### src/rtl/pwm_bank_pkg.sv
// Package: field positions and the per-channel configuration type.
// Assumes a 32-bit control word and a 16-byte channel stride.
package pwm_bank_pkg;
    localparam int ADDR_W    = 6;
    localparam int DATA_W    = 32;
    localparam int SEL_LSB   = 4;
    localparam int RUN_BIT   = 31;
    localparam int ONT_LSB   = 16;
    localparam int ONT_W     = 8;
    localparam int DIV_LSB   = 0;
    localparam int DIV_W     = 13;
    localparam int MAX_CH    = 1 << (ADDR_W - SEL_LSB);

    typedef struct packed {
        logic              run;
        logic [ONT_W-1:0]  on_time;
        logic [DIV_W-1:0]  divider;
    } pwm_cfg_t;

    // Rebuild the bus view of a configuration; reserved bits read zero.
    function automatic logic [DATA_W-1:0] cfg_to_word(input pwm_cfg_t c);
        logic [DATA_W-1:0] w;
        w = '0;
        w[RUN_BIT] = c.run;
        w[ONT_LSB +: ONT_W] = c.on_time;
        w[DIV_LSB +: DIV_W] = c.divider;
        return w;
    endfunction

    // Pick the fields out of a written word.
    function automatic pwm_cfg_t word_to_cfg(input logic [DATA_W-1:0] w);
        pwm_cfg_t c;
        c.run     = w[RUN_BIT];
        c.on_time = w[ONT_LSB +: ONT_W];
        c.divider = w[DIV_LSB +: DIV_W];
        return c;
    endfunction
endpackage

### src/rtl/pwm_tick_div.sv
// Module: tick divider. Emits a one-cycle strobe every (limit + 1)
// cycles while clr is low. Assumes limit stays stable while it counts.
module pwm_tick_div #(
    parameter int DIV_W = 13
) (
    input  logic             clk,
    input  logic             rst_n,
    input  logic             clr,
    input  logic [DIV_W-1:0] limit,
    output logic             tick_stb
);
    logic [DIV_W-1:0] cnt;

    assign tick_stb = !clr && (cnt == limit);

    // Count cycles within one tick; wrap at the limit, hold zero when cleared.
    always_ff @(posedge clk) begin
        if (!rst_n || clr) begin
            cnt <= '0;
        end else if (cnt == limit) begin
            cnt <= '0;
        end else begin
            cnt <= cnt + 1'b1;
        end
    end
endmodule

### src/rtl/pwm_chan.sv
// Module: one PWM channel. Holds the active on-time and divider and an
// 8-bit tick counter. It takes new settings from cfg at each period end,
// and continuously while idle. Assumes cfg comes straight from the control word.
module pwm_chan
    import pwm_bank_pkg::*;
(
    input  logic     clk,
    input  logic     rst_n,
    input  pwm_cfg_t cfg,
    output logic     pwm_o
);
    logic             running;
    logic             idle;
    logic             tick_stb;
    logic [ONT_W-1:0] tick;
    logic [ONT_W-1:0] on_act;
    logic [DIV_W-1:0] div_act;

    assign idle = !cfg.run || !running;

    pwm_tick_div #(.DIV_W(DIV_W)) u_div (
        .clk      (clk),
        .rst_n    (rst_n),
        .clr      (idle),
        .limit    (div_act),
        .tick_stb (tick_stb)
    );

    // Track whether a period is in progress; it starts one edge after the run flag.
    always_ff @(posedge clk) begin
        if (!rst_n) begin
            running <= 1'b0;
        end else begin
            running <= cfg.run;
        end
    end

    // Tick counter plus the active copy, reloaded when idle or at period end.
    always_ff @(posedge clk) begin
        if (!rst_n) begin
            tick    <= '0;
            on_act  <= '0;
            div_act <= '0;
        end else if (idle) begin
            tick    <= '0;
            on_act  <= cfg.on_time;
            div_act <= cfg.divider;
        end else if (tick_stb) begin
            tick <= tick + 1'b1;
            if (tick == {ONT_W{1'b1}}) begin
                on_act  <= cfg.on_time;
                div_act <= cfg.divider;
            end
        end
    end

    assign pwm_o = cfg.run && running && (tick < on_act);
endmodule

### src/rtl/pwm_bank.sv
// Module: top of the PWM bank. Decodes the bus, stores one control word
// per channel and instantiates the channels. Assumes single-cycle writes
// and combinational reads; NUM_CH is 1..4.
module pwm_bank
    import pwm_bank_pkg::*;
#(
    parameter int NUM_CH = 4
) (
    input  logic              clk,
    input  logic              rst_n,
    input  logic [5:0]        bus_addr,
    input  logic              bus_wr,
    input  logic [31:0]       bus_wdata,
    output logic [31:0]       bus_rdata,
    output logic [NUM_CH-1:0] pwm_out
);
    localparam int SEL_W = ADDR_W - SEL_LSB;

    logic [SEL_W-1:0]  sel;
    logic              hit;
    pwm_cfg_t          ctl [NUM_CH];
    logic [NUM_CH-1:0] run_vec;

    assign sel = bus_addr[ADDR_W-1:SEL_LSB];
    assign hit = (bus_addr[SEL_LSB-1:0] == '0) && (int'(sel) < NUM_CH);

    generate
        for (genvar i = 0; i < NUM_CH; i++) begin : g_ch
            // Capture the control word on a decoded write to this channel.
            always_ff @(posedge clk) begin
                if (!rst_n) begin
                    ctl[i] <= '0;
                end else if (bus_wr && hit && (int'(sel) == i)) begin
                    ctl[i] <= word_to_cfg(bus_wdata);
                end
            end

            assign run_vec[i] = ctl[i].run;

            pwm_chan u_chan (
                .clk   (clk),
                .rst_n (rst_n),
                .cfg   (ctl[i]),
                .pwm_o (pwm_out[i])
            );
        end
    endgenerate

    // Read mux: the selected control word, or zero when nothing is decoded.
    always_comb begin
        bus_rdata = '0;
        for (int i = 0; i < NUM_CH; i++) begin
            if (hit && (int'(sel) == i)) begin
                bus_rdata = cfg_to_word(ctl[i]);
            end
        end
    end
endmodule

### config.mk
export PLATFORM = sky130hd
export DESIGN_NAME = pwm_bank
export DESIGN_NICKNAME = d
export VERILOG_FILES = /design/src/rtl/pwm_bank_pkg.sv /design/src/rtl/pwm_tick_div.sv /design/src/rtl/pwm_chan.sv /design/src/rtl/pwm_bank.sv
export SDC_FILE = /design/constraint.sdc
export NUM_CORES = 1
export LEC_CHECK = 0
export BUFFER_PORTS_ARGS = -buffer_cell sky130_fd_sc_hd__buf_2
export CAP_MARGIN = 40
export CORE_UTILIZATION = 35
export CTS_CLUSTER_SIZE = 24
export DETAILED_ROUTE_END_ITERATION = 10
export GPL_ROUTABILITY_DRIVEN = 0
export GPL_TIMING_DRIVEN = 0
export MAX_ROUTING_LAYER = met4
export SLEW_MARGIN = 20
export SYNTH_ARGS = -nofsm -noshare
export SYNTH_HDL_FRONTEND = slang
export SYNTH_HIERARCHICAL = 1
export SYNTH_SLANG_ARGS = --single-unit
### constraint.sdc
create_clock -name clk -period 7.9 [get_ports clk]
set_input_delay 0.395 -clock clk [delete_from_list [all_inputs] [get_ports clk]]
set_output_delay 0.395 -clock clk [all_outputs]
set_load 0.02 [all_outputs]
* Word level (Yosys, flattened, before mapping)
Memory sizes are Yosys's and may differ from the RTL's. Index checks and enable logic that the tools add are counted.
Word-level totals: memories 1, memory bits (writable) 88, output and inout port bits 36, bits in registers 172
Operators by class: multiplexer cells 45, reduce and logical (&&, ||, !) cells 64, order comparisons 4, $add $sub $neg 8, bitwise operators 5, equality and inequality tests 11
Memory list:
- ctl | words 4, bits a word 22, rd ports 4, clocked after memory_dff 0, wr ports 4, RTL line pwm_bank.sv:21 | pwm_cfg_t ctl [NUM_CH];
Operators by type and width (count):
- 2-to-1 mux 13 bit | 12
- 2-to-1 mux 32 bit | 4
- 2-to-1 mux 8 bit | 12
- 2-to-1 mux 22 bit | 4
- adder 13 x 1 -> 13 bit, second input constant | 4
- equality test 13 bit | 4
- adder 8 x 1 -> 8 bit, second input constant | 4
- equality test 8 bit, second input constant | 4
- less-than comparator 8 bit | 4
- logical AND 1 bit | 21
- nonzero test 2 bit | 8
- OR reduction 2 bit | 8
- zero test 1 bit | 13
- 2-to-1 mux 1 bit | 13
- logical OR 1 bit | 8
- AND reduction 2 bit | 4
- equality test 2 bit, second input constant | 2
- zero test 4 bit | 1
- bitwise OR 1 bit | 4
- equality test 2 x 1 -> 1 bit, second input constant | 1
- zero test 2 bit | 1
- inverter 1 bit | 1

* Logic depth before layout (Yosys ltp)
Gate-level depths: netlist of the first run.
depth in word-level cells 7, gate-level depth with buffers 9

* Modules after synthesis
The synthesis of the first run kept the hierarchy.
Modules (own cells, without submodules):
- pwm_chan | times used 4, cells an instance 157, area each 1428.9 µm², seq. area each 600.6 µm²
- pwm_bank | times used 1, cells an instance 288, area each 4227.8 µm², seq. area each 2642.5 µm²
- pwm_tick_div (g_ch[0].u_chan.u_div ...) | times used 3, cells an instance 79, area each 758.2 µm², seq. area each 260.2 µm²
- pwm_tick_div (g_ch[3].u_chan.u_div) | times used 1, cells an instance 79, area each 738.2 µm², seq. area each 260.2 µm²

* Worst setup path before layout of the first run
No wires, ideal clock.
kind in2reg, from in bus_addr[1], to mem ctl[3][0] in the netlist's numbering, enable pin, slack 4455 ps, arrival 3013 ps, buffers on the path 2, stages 5, data required time 7468 ps, cell sequence or4_4 -> buf_6 -> or2_1 -> buf_6 -> o21ai_0
RTL lines:
- from (decl) | RTL line pwm_bank.sv:11 | input logic [5:0] bus_addr,
- to (decl) | RTL line pwm_bank.sv:21

* Worst setup path after layout of the first run
from reg g_ch[2].u_chan.u_div.cnt[5], to reg g_ch[2].u_chan.on_act[2]
Between the ends: word-level cells in the longest chain between the ends 4
RTL lines:
- from (decl) | RTL line pwm_tick_div.sv:12 | logic [DIV_W-1:0] cnt;
- from (signal assigned) | RTL line pwm_tick_div.sv:23 | cnt <= cnt + 1'b1;
- equality test 13 bit | RTL line pwm_tick_div.sv:14 | assign tick_stb = !clr && (cnt == limit);
- logical AND 1 bit | RTL line pwm_tick_div.sv:14
- via g_ch[2].u_chan.tick_stb | RTL line pwm_chan.sv:14 | logic tick_stb;
- nonzero test 2 bit (no source line)
- AND reduction 2 bit (no source line)
- to (signal assigned) | RTL line pwm_chan.sv:46 | on_act <= cfg.on_time;
- to (signal assigned) | RTL line pwm_chan.sv:51 | on_act <= cfg.on_time;
- to (decl) | RTL line pwm_chan.sv:16 | logic [ONT_W-1:0] on_act;
The timed path passes the listed nets, and every way through them passes these cells. A chain may end at the register's enable or synchronous reset.

==> qor.csv, run 1 <==
metric,value,unit
setup_tns,0,ps
drt_iter0_markers,487,
ys_top_cells_by_count,"nand2_1 (195), dfxtp_1 (172), mux2i_1 (143), and2_1 (96), edfxtp_1 (88)",
areaGrowthSynthToFinish,14.7,%
tritoncts,built,
synth_seq_cells,260,
cts_setup_buffers,0,
grt_max_degree,23,
synth.top_cell.area_share,26.6,%
row_count,70,
r2r_cells,8,
vias_per_cell,4.82,
fin_total_pwr,0.00299,W
diodes,0,
crit_required,8320,ps
initial_core_util,35.5,%
multi_input_area,0.00626,mm2
route.vias.total,8779,
startpoint_type,register,
synthArstFlopShare,0,%
netlist_area,0.0130,mm2
maxSlewViolCount,0,
dpl.cell_count,1767,
worstPathCellList,"xnor2_1, nand4_1, nor4_4, nor2b_1, nand4_2, o31a_4, buf_12, mux2i_1",
syn_inst,1232,
grt_pass1_vias,8865,
cts_root_buf,clkbuf_16,
htree_levels,1,
yosysSeqAreaShare,47.0,%
dr.pass1.iters,4,
ys_types,46,
clk_pin_slew_worst_paths,60,ps
die_h,194,um
cts_resized,0,
hold_end,ctl[3][5],
synth_edf_count,88,
seqCellArea,0.00609,mm2
die_w,194,um
synthTopCellsByArea,"dfxtp_1 (27%), edfxtp_1 (20%), mux2i_1 (11%)",
ant_nets,0,
fin_crit,2850,ps
drv_cap,0,
regToRegStartpoint,g_ch[2].u_chan/u_div/cnt[5],
p_per_area,202,mW/mm2
status,"complete, no violations",
final_nets,1407,
clkLatencyLatePin,550,ps
synth-main-ff-cell,dfxtp_1,
finalClockSkew,21.0,ps
critPathKind,reg2reg,
drive_gt1_share,17.1,%
antenna_found_initial,0,
cts.sinks,260,
slew_headroom,44.4,%
cts_max_path_buffers,3,
drc,0,
ys_warn_count,6,
core,0.0365,mm2
cpPeakStageDelay,570,ps
min_from,bus_wdata[5],
setup_viol,0,
avgRoutedWirePerCell,16.3,um
io_buffers,56,
finalCritPeriodShare,36.1,%
hold_violations,0,
cts_made_buffers,29,
totalWireLength,29.7,mm
nFillCells,3521,
synthMostInstantiatedCell,nand2_1,
clock.fmax,0.351,GHz
hpwlAfterDp,22.8,mm
cp.arrival,3270,ps
grt_overflow_total,0,
cp_max_fo,10,
ir_drop,0.200,mV
track_usage,16.3,%
layout.cells.non_filler,1820,
dieArea,0.0378,mm2
critPathTopFamily,simple AND/OR/NAND/NOR gates,
ctsHoldBuffers,0,
grt_pass1_wl,48.1,mm
timing.hold.worst_path_depth,2,
p_leak,5.50,nW
crit_path_end_kind,register,
rrSetupSlack,5050,ps
hp-class,in2reg,
worst_slew_pin_slew,834,ps
rsz0062_at_grt,false,
slowest_stage,nor2b_1,
crit_buf_inv,1,
pin_count,77,
avgSynthCellArea,10.5,um2
r2r-end,g_ch[2].u_chan/on_act[2],
synth_top_cell_by_area,dfxtp_1,
-- worst max-delay path by stage --
stage / from / endpoint / slack (ps) / depth (start not counted)
after floorplan: bus_addr[1] / ctl[3][0] / 4460 / 5
after global placement: bus_addr[1] / ctl[1][6] / 3210 / 6
after detailed placement: g_ch[2].u_chan/u_div/cnt[5] / g_ch[2].u_chan/on_act[2] / 5010 / 8
after CTS: g_ch[2].u_chan/u_div/cnt[5] / g_ch[2].u_chan/on_act[2] / 5000 / 8
after global routing: g_ch[2].u_chan/u_div/cnt[5] / g_ch[2].u_chan/on_act[0] / 4820 / 8
final: g_ch[2].u_chan/u_div/cnt[5] / g_ch[2].u_chan/on_act[2] / 5050 / 8
-- area by class of cell --
cell class	instances	share of cell area [%]
inverters	43	1.09
clock inverters	18	0.960
repair buffers	58	2.26
clock buffers	35	5.10
multi-input cells	869	42.1
plain buffers	69	3.57
flip-flops and latches	260	41.0
well taps	468	3.94
-- cells by family after synthesis --
kind of cell	Yosys count	share of synthesized area, %
AOI/OAI and AO/OA	65	4.42
buffers and inverters	112	5.34
adders and majority gates	36	3.48
other	1	0.0289
muxes	143	11.0
DFF	260	47.0
and+or+nand+nor	506	21.3
xor gates and xnor gates	109	7.37
-- per-layer routing --
metal | track usage [%] | vias to the layer above | routed length [um]
li1 | - | 4413 | -
met3 | 2.06 | 40 | 841
met1 | 19.9 | 4218 | 13600
met5 | - | - | 0
met2 | 28.4 | 108 | 14600
met4 | 4.14 | 0 | 722
-- flip-flops by register name (all words and copies together) (netlist names) --
register / flops
ctl: 88
g_ch.u_chan/on_act: 32
g_ch.u_chan/tick: 32
g_ch.u_chan/u_div/cnt: 52
g_ch.u_chan/div_act: 52
g_ch.u_chan/running: 4
-- layout by cell type, fill, tap and decap left out, types with 5 or more instances in the layout --
cell / Yosys / final
mux2i_1: 143 / 143
clkbuf_16: 0 / 29
clkbuf_2: 8 / 8
o211ai_1: 8 / 8
clkbuf_1: 20 / 25
xor2_1: 22 / 22
ha_1: 36 / 36
dfxtp_1: 172 / 172
inv_1: 43 / 43
or2_2: 8 / 8
nand2_1: 195 / 195
buf_4: 11 / 11
clkinv_2: 0 / 8
buf_12: 10 / 10
nor3_1: 44 / 44
conb_1: 1 / 10
buf_6: 6 / 6
nor3_2: 14 / 14
nand2b_1: 9 / 9
buf_2: 10 / 66
and2_1: 96 / 96
and3_1: 9 / 9
a21oi_1: 19 / 19
nor4_2: 10 / 10
xnor2_1: 87 / 87
clkinv_1: 0 / 5
o22ai_2: 20 / 20
nor2_1: 28 / 28
nand4_1: 11 / 11
nand3_1: 43 / 43
edfxtp_1: 88 / 88
nand4_2: 8 / 8
-- power breakdown --
| group | leakage [nW] | switching, W | internal (W) |
|---|---|---|---|
| Clock | 0.442 | 0.000547 | 0.000745 |
| Sequential | 2.25 | 0.0000395 | 0.00144 |
| Combinational | 2.81 | 0.000131 | 0.0000937 |
-- metrics by stage --
| stage | instance area, um2 | hold slack, ps | util, % | setup slack [ps] |
|---|---|---|---|---|
| after floorplan | 13000 | 438 | - | 4460 |
| after global placement | 13900 | 448 | 37.9 | 3210 |
| after detailed placement | 14000 | 451 | 38.2 | 5010 |
| after CTS | 14900 | 156 | 40.7 | 5000 |
| after global routing | 14900 | 176 | 40.7 | 4820 |
| final | 14900 | 179 | 40.7 | 5050 |
Note: power is estimated with default switching activity, not from simulation.
==> run 2: changes to the inputs <==
==> constraint.sdc (replaced) <==
create_clock -name clk -period 2.4 [get_ports clk]
set_input_delay 0.12 -clock clk [delete_from_list [all_inputs] [get_ports clk]]
set_output_delay 0.12 -clock clk [all_outputs]
set_load 0.02 [all_outputs]
==> qor.csv, run 2 (synthesis gave the netlist of run 1 again) <==
metric,value,unit
final_cell_mix,"nand2_1 (195), dfxtp_1 (165), mux2i_1 (143), and2_1 (96), edfxtp_1 (88)",
regToRegStartpoint,g_ch[3].u_chan/u_div/cnt[4],
seqCellArea,0.00609,mm2
startpoint_type,register,
ant_nets,0,
die_w,194,um
antenna_found_initial,0,
p_leak,5.68,nW
worstPathCellList,"clkbuf_4, xnor2_1, nand4_1, nor4_4, nor2b_4, nand4_4, o31a_4, buf_12, mux2i_1",
totalWireLength,29.8,mm
r2r_cells,9,
finalCritPeriodShare,95.6,%
maxSlewViolCount,0,
critPathTopFamily,simple AND/OR/NAND/NOR gates,
min_from,bus_addr[4],
final_nets,1439,
cpPeakStageDelay,350,ps
htree_levels,1,
io_buffers,56,
initial_core_util,35.5,%
grt_pass1_vias,9028,
cts_made_buffers,29,
cp.depth,9,
pin_count,77,
finalClockSkew,11.3,ps
hp-class,in2reg,
clkLatencyLatePin,540,ps
diodes,0,
fin_total_pwr,0.00997,W
hold_violations,0,
grt_max_degree,23,
clock.fmax,0.436,GHz
crit_buf_inv,2,
drv_cap,0,
grt_overflow_total,0,
crit_required,2820,ps
crit_path_end_kind,register,
r2r-end,g_ch[3].u_chan/on_act[1],
route.vias.total,8918,
p_per_area,654,mW/mm2
worst_slew_pin_slew,817,ps
drc,0,
largest_reg_flops,88,
cp_max_fo,10,
dieArea,0.0378,mm2
timing.hold.worst_path_depth,3,
avgRoutedWirePerCell,16.1,um
core,0.0365,mm2
dr.pass1.iters,5,
tritoncts,built,
clk_pin_slew_worst_paths,60,ps
drt_iter0_markers,530,
rrSetupSlack,110,ps
track_usage,16.3,%
hpwlAfterDp,22.7,mm
nFillCells,3527,
cp.arrival,2710,ps
multi_input_area,0.00632,mm2
cts_root_buf,clkbuf_16,
slowest_stage,nor4_4,
row_count,70,
ir_drop,0.485,mV
setup_viol,0,
largestRegisters,"ctl: 88 flops, g_ch.u_chan/div_act: 52 flops, g_ch.u_chan/u_div/cnt: 52 flops",
cts.sinks,260,
hold_slack,123,ps
cts_max_path_buffers,3,
critPathKind,reg2reg,
hold_end,ctl[0][0],
vias_per_cell,4.82,
drive_gt1_share,18.4,%
status,"complete, no violations",
fin_crit,2290,ps
areaGrowthSynthToFinish,17.7,%
top_register,ctl,
die_h,194,um
slew_headroom,45.5,%
layout_commonest_cell,nand2_1,
grt_pass1_wl,48.3,mm
-- run 2: report_power, final --
group          switching, W  total, W  leakage (nW)  internal [W]
sequential         0.000128   0.00486          2.25       0.00473
combinational      0.000444  0.000783          2.97      0.000338
clock               0.00177   0.00433         0.455       0.00256
-- run 2: routing by layer --
layer  part of all wire, %  up-vias  track usage [%]
met4                   2.6        0             4.56
met3                   3.1       44             1.87
li1                      -     4488                -
met5                     0        -                -
met1                    44     4262             19.9
met2                    50      124             28.4
-- run 2: what timing repair did --
action	4_1_cts	5_1_grt
buffers inserted	7	3
pin swaps	4	6
hold buffers	22	0
resized for setup	8	12
endpoints found under the hold margin	88	0
setup endpoints to repair	99	61
-- run 2: per-stage QoR --
stage	std cells	TNS (ps)	area, um2	worst slack (ps)	util [%]
after CTS	1848	0	15200	6.55	41.5
after floorplan	1241	-29360	13000	-581	-
after global placement	1765	-137710	13900	-1870	37.9
after detailed placement	1766	-38590	13900	-492	38.1
final	1852	0	15200	107	41.7
after global routing	1852	-250	15200	-36.7	41.7
-- run 2: worst min-delay path, cell delays in order --
cell and delay [ps]:
buf_2 150, nor3_2 80, and2_1 150
-- run 2: worst max-delay path by stage --
stage                                end  slack (ps)                   startpoint
2_1_floorplan                  ctl[2][0]        -580                  bus_addr[1]
3_3_place_gp                   ctl[2][4]       -1870                  bus_addr[5]
3_5_place_dp   g_ch[2].u_chan/div_act[2]        -490  g_ch[2].u_chan/u_div/cnt[5]
4_1_cts         g_ch[1].u_chan/on_act[5]           7  g_ch[1].u_chan/u_div/cnt[3]
5_1_grt         g_ch[3].u_chan/on_act[2]         -40  g_ch[3].u_chan/u_div/cnt[4]
6_report        g_ch[3].u_chan/on_act[1]         110  g_ch[3].u_chan/u_div/cnt[4]
-- run 2: layout make-up --
cell class                 instances  area share [%]
buffer                            69            3.50
tap                              468            3.84
clock inverter                    11           0.706
inverter                          43            1.06
timing repair buffer              90            4.14
sequential                       260            40.0
multi-input combinational        869            41.4
clock buffer                      42            5.34
